## src/rtl/msync_pkg.sv

```systemverilog
package msync_pkg;

    localparam int          LFSR_W    = 16;
    localparam logic [15:0] LFSR_TAPS = 16'hB400;
    localparam logic [15:0] SEED_MIX  = 16'h9E37;

    typedef enum logic {
        LANE_NOMINAL = 1'b0,
        LANE_HELD    = 1'b1
    } lane_state_e;

    typedef enum logic [1:0] {
        PICK_NOM_A = 2'b00,
        PICK_NOM_B = 2'b01,
        PICK_LATE  = 2'b10,
        PICK_EARLY = 2'b11
    } pick_e;

endpackage

```

## src/rtl/msync_lfsr.sv

```systemverilog
module msync_lfsr
    import msync_pkg::*;
#(
    parameter int INDEX = 0
) (
    input  logic              clk,
    input  logic              rst_n,
    input  logic [LFSR_W-1:0] seed,
    output logic [LFSR_W-1:0] state
);

    logic [LFSR_W-1:0] mixed;
    logic [LFSR_W-1:0] load_val;
    logic [LFSR_W-1:0] next_val;

    always_comb begin
        mixed    = seed ^ (SEED_MIX * LFSR_W'(INDEX + 1));
        load_val = (mixed == '0) ? LFSR_W'(1) : mixed;
        next_val = (state >> 1) ^ (state[0] ? LFSR_TAPS : '0);
    end

    always_ff @(posedge clk) begin
        if (!rst_n) begin
            state <= load_val;
        end else begin
            state <= next_val;
        end
    end

endmodule

```

## src/rtl/msync_lane.sv

```systemverilog
module msync_lane
    import msync_pkg::*;
(
    input  logic       clk,
    input  logic       rst_n,
    input  logic       din,
    input  logic       inj,
    input  logic [1:0] pick,
    output logic       dout,
    output logic       late_evt,
    output logic       early_evt
);

    lane_state_e state_q, state_d;
    logic        stage1_q, stage1_d;
    logic        stage2_q, stage2_d;
    logic        late_d, early_d;
    logic        pending;
    pick_e       choice;

    assign pending = (din != stage1_q);
    assign choice  = pick_e'(pick);

    // State register
    always_ff @(posedge clk) begin
        if (!rst_n) begin
            state_q   <= LANE_NOMINAL;
            stage1_q  <= 1'b0;
            stage2_q  <= 1'b0;
            late_evt  <= 1'b0;
            early_evt <= 1'b0;
        end else begin
            state_q   <= state_d;
            stage1_q  <= stage1_d;
            stage2_q  <= stage2_d;
            late_evt  <= late_d;
            early_evt <= early_d;
        end
    end

    // Next state and stage values
    always_comb begin
        state_d  = state_q;
        stage1_d = din;
        stage2_d = stage1_q;
        late_d   = 1'b0;
        early_d  = 1'b0;
        unique case (state_q)
            LANE_NOMINAL: begin
                if (inj && pending && (choice == PICK_LATE)) begin
                    stage1_d = stage1_q;
                    late_d   = 1'b1;
                    state_d  = LANE_HELD;
                end else if (inj && pending && (choice == PICK_EARLY)) begin
                    stage2_d = din;
                    early_d  = 1'b1;
                end
            end
            LANE_HELD: begin
                state_d = LANE_NOMINAL;
            end
            default: begin
                state_d = LANE_NOMINAL;
            end
        endcase
    end

    assign dout = stage2_q;

endmodule

```

## src/rtl/msync_top.sv

```systemverilog
module msync_top
    import msync_pkg::*;
#(
    parameter int W = 8
) (
    input  logic              clk,
    input  logic              rst_n,
    input  logic [W-1:0]      async_in,
    input  logic [W-1:0]      inj_en,
    input  logic [LFSR_W-1:0] seed,
    output logic [W-1:0]      sync_out,
    output logic [W-1:0]      delay_evt,
    output logic [W-1:0]      bleed_evt
);

    localparam int RND_BITS = 2 * W;
    localparam int N_GEN    = (RND_BITS + LFSR_W - 1) / LFSR_W;

    logic [N_GEN*LFSR_W-1:0] rnd_pool;

    for (genvar g = 0; g < N_GEN; g++) begin : g_rng
        msync_lfsr #(.INDEX(g)) u_lfsr (
            .clk   (clk),
            .rst_n (rst_n),
            .seed  (seed),
            .state (rnd_pool[g*LFSR_W +: LFSR_W])
        );
    end

    for (genvar i = 0; i < W; i++) begin : g_lane
        msync_lane u_lane (
            .clk       (clk),
            .rst_n     (rst_n),
            .din       (async_in[i]),
            .inj       (inj_en[i]),
            .pick      (rnd_pool[2*i +: 2]),
            .dout      (sync_out[i]),
            .late_evt  (delay_evt[i]),
            .early_evt (bleed_evt[i])
        );
    end

endmodule

```

## config.mk

```make
export PLATFORM = sky130hd
export DESIGN_NAME = msync_top
export DESIGN_NICKNAME = d
export VERILOG_FILES = /design/src/rtl/msync_pkg.sv /design/src/rtl/msync_lfsr.sv /design/src/rtl/msync_lane.sv /design/src/rtl/msync_top.sv
export SDC_FILE = /design/constraint.sdc
export NUM_CORES = 1
export LEC_CHECK = 0
export ABC_CLOCK_PERIOD_IN_PS = 1200
export BUFFER_PORTS_ARGS = -buffer_cell sky130_fd_sc_hd__buf_2
export CAP_MARGIN = 15
export CORE_ASPECT_RATIO = 2
export CORE_MARGIN = 5
export CORE_UTILIZATION = 46
export DETAILED_ROUTE_END_ITERATION = 12
export GPL_TIMING_DRIVEN = 0
export PLACE_DENSITY = 0.72
export SYNTH_ARGS = -nofsm -noshare
export SYNTH_HDL_FRONTEND = slang
export SYNTH_SLANG_ARGS = --single-unit
export TNS_END_PERCENT = 20
```

## constraint.sdc

```tcl
create_clock -name clk -period 1.2 [get_ports clk]
set_input_delay 0.18 -clock clk [delete_from_list [all_inputs] [get_ports clk]]
set_output_delay 0.18 -clock clk [all_outputs]
set_load 0.01 [all_outputs]
```

==> impl_results.md <==
* Post-CTS sizing at 0
* Outcome: finished, final reports clean
* Clock Skews at 8.590 ps
* Antenna violations before repair at 0
* Number of global-route vias before repair at 1,586
* First-iteration detailed-routing DRC count at 10
* Clock sink count at 48
* Overall Global Routing Usage at 0.1521
* Library cell used as clock root buffer: sky130_fd_sc_hd__clkbuf_8
* Internal reg-to-reg setup slack at 140 ps
* Global-route track usage on met2 at 0.2758
* Count of state elements after synthesis at 48
* Final setup viols at 0
* Filler cell count at 426
* TritonCTS clock tree: done
* Maximum number of pins on one net before global-route repair at 15
* Syn Inst Count at 202
* Critical path buffer and inverter count at 2
* Transition time of the tightest slew-check pin at 309.2 ps
* Clock H-tree levels at 2
* Number of nets with antenna violations after detailed routing at 0
* Global routing met1 resource utilization at 0.1568
* Number of port buffers at 56
* Drt wl/cell at 13.03 um
* Clock network fraction of total power at 0.363
* Number of logic stages on the critical path including buffering at 2
* Final worst path period share at 0.9230
* Area of the die at 0.005949 mm2
* GR met3 Demand/Resource at 0.03478
* Top-level port count at 58
* Final routed DRC violation total at 0
* Fmax at 0.9029 GHz
* Net count of the mapped netlist at 236
* DRT Wirelength at 4.171 mm
* FP Rows at 34
* Type of the tightest min-delay check: primary input to flop
* Final RePlAce weighted congestion at 0.7682
* Maximum single-stage delay on the critical path at 390 ps
* Maximum buffer depth of the clock tree at 2
* Clock slew at reported path FFs at 90 ps
* Source of the worst register-to-register timing path: g_rng[0].u_lfsr.state[0]
* Skew-Pair Late Insertion Delay at 300 ps
* Placed cell area at 0.002389 mm2
* Die extent in x at 57.10 um
* Part of the Yosys area used for sequential elements at 0.4709
* List of cells traversed by the critical path: buf_4, buf_2
* Post-synthesis average cell area at 10.10 um2
* Setup repair after global routing missed its margin: no
* Slowest-stage cell, CP: sky130_fd_sc_hd__dfxtp_1
* CP Max Fanout at 4
* Switching fraction of total power at 0.2337
* Total congestion overflow at 0
* Sum of net half-perimeters after detailed placement at 3.254 mm
* Count of cell types in the netlist at 30
* 1st-pass router iterations at 4
* Final layout net count at 299
* Count of hold buffers inserted by post-cts repair at 0
* Core ar. at 0.004339 mm2
* Critical Path Source Type: flop
* Type of the worst setup path: flop to primary output
* First-pass GRT wire length at 7.113 mm
* Highest-utilization routing layer at the global route stage: met2
* Area used by multi-input combinational logic at 835.8 um2
* Worst Reg-to-Reg Cells at 4
* Startpoint of the worst setup timing path: g_lane[1].u_lane.late_evt
* Accumulated negative setup slack at 0 ps
* PD cells at 1385 mW/mm2
* Combinational share of power at 0.125
* Worst rel slew slack at 0.7910
* Endpoint of the worst register-to-register path: g_lane[0].u_lane.stage1_q
* Max Cap Viol at 0
* Fraction of layout cells with a size suffix above 1 at 0.3947
* Clock buffer count from CTS at 5
* Via density per instance at 4.966
* Min-Delay Startpoint: seed[10]
* Int Power at 2.670 mW
* Net switching power of the design at 0.8140 mW
* Final Cell Area at 0.002515 mm2
* Postcts setup bufs at 0
* Hold violation total from the final report at 0
* Relative area change from synthesis to final layout at 23.24%
* Critical path data required time at 1020 ps
* Initial Utilization at 0.4703
* Maximum VDD drop at 951.1 uV
* Total of warnings raised by yosys at 0
* Min cycle time layout at 1108 ps
* Critical path capture point: delay_evt[1]
* Post-Syn Area at 0.002041 mm2
* Kind of cell adding the most delay to the critical path: flip-flops
* Number of antenna repair diodes at 0
* Kind of end point of the critical path: primary output
* Arrival time worst endpoint at 930 ps
* Sequential cell fraction of total power at 0.512
* Area taken by flip-flops and latches at 960.9 um2
* Total via count after detailed routing at 1,589
* Max-slew violation count at 0
* Static leakage at 1.215 nW
* Overall die height at 104.2 um
## how the worst min path moves through the flow
stage	end	cells after the start
global route	g_rng[0].u_lfsr.state[10]	2
floorplan	g_rng[0].u_lfsr.state[10]	1
detailed placement	g_rng[0].u_lfsr.state[10]	2
global placement	g_rng[0].u_lfsr.state[10]	2
finish	g_rng[0].u_lfsr.state[10]	2
CTS	g_rng[0].u_lfsr.state[10]	2
## per-layer routing
layer	wire length (um)	vias to the layer above
met4	87	0
met1	1506	738
met3	260	7
met2	2317	41
li1	-	803
met5	0	-
## cell families (layout without fill, tap and decap cells)
kind of cell,Yosys count,in the layout,share of synthesized area
XOR/XNOR,11,11,0.04721
flip-flops,48,48,0.4709
AO/OA/AOI/OAI,15,15,0.03740
AND/OR/NAND/NOR,76,76,0.2410
buffers and inverters,35,99,0.1196
multiplexers,17,17,0.08400
## cell type report
cell class	instances	area share
repair buffers	56	0.1114
well taps	54	0.02687
flip-flops and latches	48	0.3821
plain buffers	30	0.08955
inverters	5	0.007463
clock buffers	7	0.03831
clock inverters	1	0.01194
multi-input cells	119	0.3323
## worst register-to-register path: cells and delay by family (launching register included)
kind	cells	cell delay [ps]
DFF	1	310
muxes	1	190
and+or+nand+nor	2	330
buffers and inverters	1	130
## sequential cells by signal (all words and copies together) (netlist names)
name,count
g_rng.u_lfsr.state,16
g_lane.u_lane.dout,8
g_lane.u_lane.early_evt,8
g_lane.u_lane.stage1_q,8
g_lane.u_lane.state_q,5
g_lane.u_lane.late_evt,3
## synthesized netlist by cell type, drive strengths merged
master,number,area share
xor2,7,0.030
buf,30,0.11
nor4bb,1,0.0049
nor3,5,0.012
nand4b,13,0.056
dfxtp,48,0.47
nand2b,2,0.0061
nor4b,4,0.020
mux2i,16,0.078
mux2,1,0.0055
a21oi,3,0.0074
inv,5,0.0092
o21ai,11,0.027
and2b,1,0.0037
nand2,11,0.021
and4,1,0.0043
a31oi,1,0.0031
and2,1,0.0031
and4b,1,0.0049
nand4,1,0.0031
xnor2,4,0.017
nor4,2,0.0061
and4bb,8,0.049
nor2,25,0.046
## layout by cell type, fill, tap and decap left out, types with 3 or more instances in the layout
| cell type | instances |
|---|---|
| sky130_fd_sc_hd__buf_2 | 59 |
| sky130_fd_sc_hd__dfxtp_1 | 48 |
| sky130_fd_sc_hd__buf_4 | 25 |
| sky130_fd_sc_hd__nor2_1 | 25 |
| sky130_fd_sc_hd__mux2i_1 | 16 |
| sky130_fd_sc_hd__nand4b_1 | 13 |
| sky130_fd_sc_hd__o21ai_0 | 11 |
| sky130_fd_sc_hd__nand2_1 | 10 |
| sky130_fd_sc_hd__xor2_1 | 7 |
| sky130_fd_sc_hd__and4bb_2 | 7 |
| sky130_fd_sc_hd__clkbuf_8 | 7 |
| sky130_fd_sc_hd__nor3_1 | 5 |
| sky130_fd_sc_hd__inv_1 | 4 |
| sky130_fd_sc_hd__xnor2_1 | 4 |
| sky130_fd_sc_hd__a21oi_1 | 3 |
| sky130_fd_sc_hd__nor4b_1 | 3 |
## power by group through the flow
| stage | clock network, mW | logic [mW] | registers [mW] |
|---|---|---|---|
| 6_report | 1.26 | 0.437 | 1.78 |
| 4_1_cts | 1.30 | 0.444 | 1.78 |
| 2_1_floorplan | 0 | 0.295 | 1.80 |
| 3_5_place_dp | 0 | 0.441 | 1.82 |
| 3_3_place_gp | 0 | 0.434 | 1.82 |
| 5_1_grt | 1.38 | 0.486 | 1.80 |
## through the flow
stage / util / std cells / power [mW] / setup WS [ps] / hold WS, ps
after global placement: 0.5505 / 312 / 2.250 / 180.6 / 372.4
after detailed placement: 0.5505 / 312 / 2.261 / 155.1 / 375.0
after floorplan: - / 202 / 2.091 / 215.0 / 274.4
after CTS: 0.5796 / 320 / 3.531 / 69.78 / 42.21
after global routing: 0.5796 / 320 / 3.665 / 36.61 / 45.02
final: 0.5796 / 320 / 3.484 / 92.44 / 57.12
Note: power is estimated with default switching activity, not from simulation.
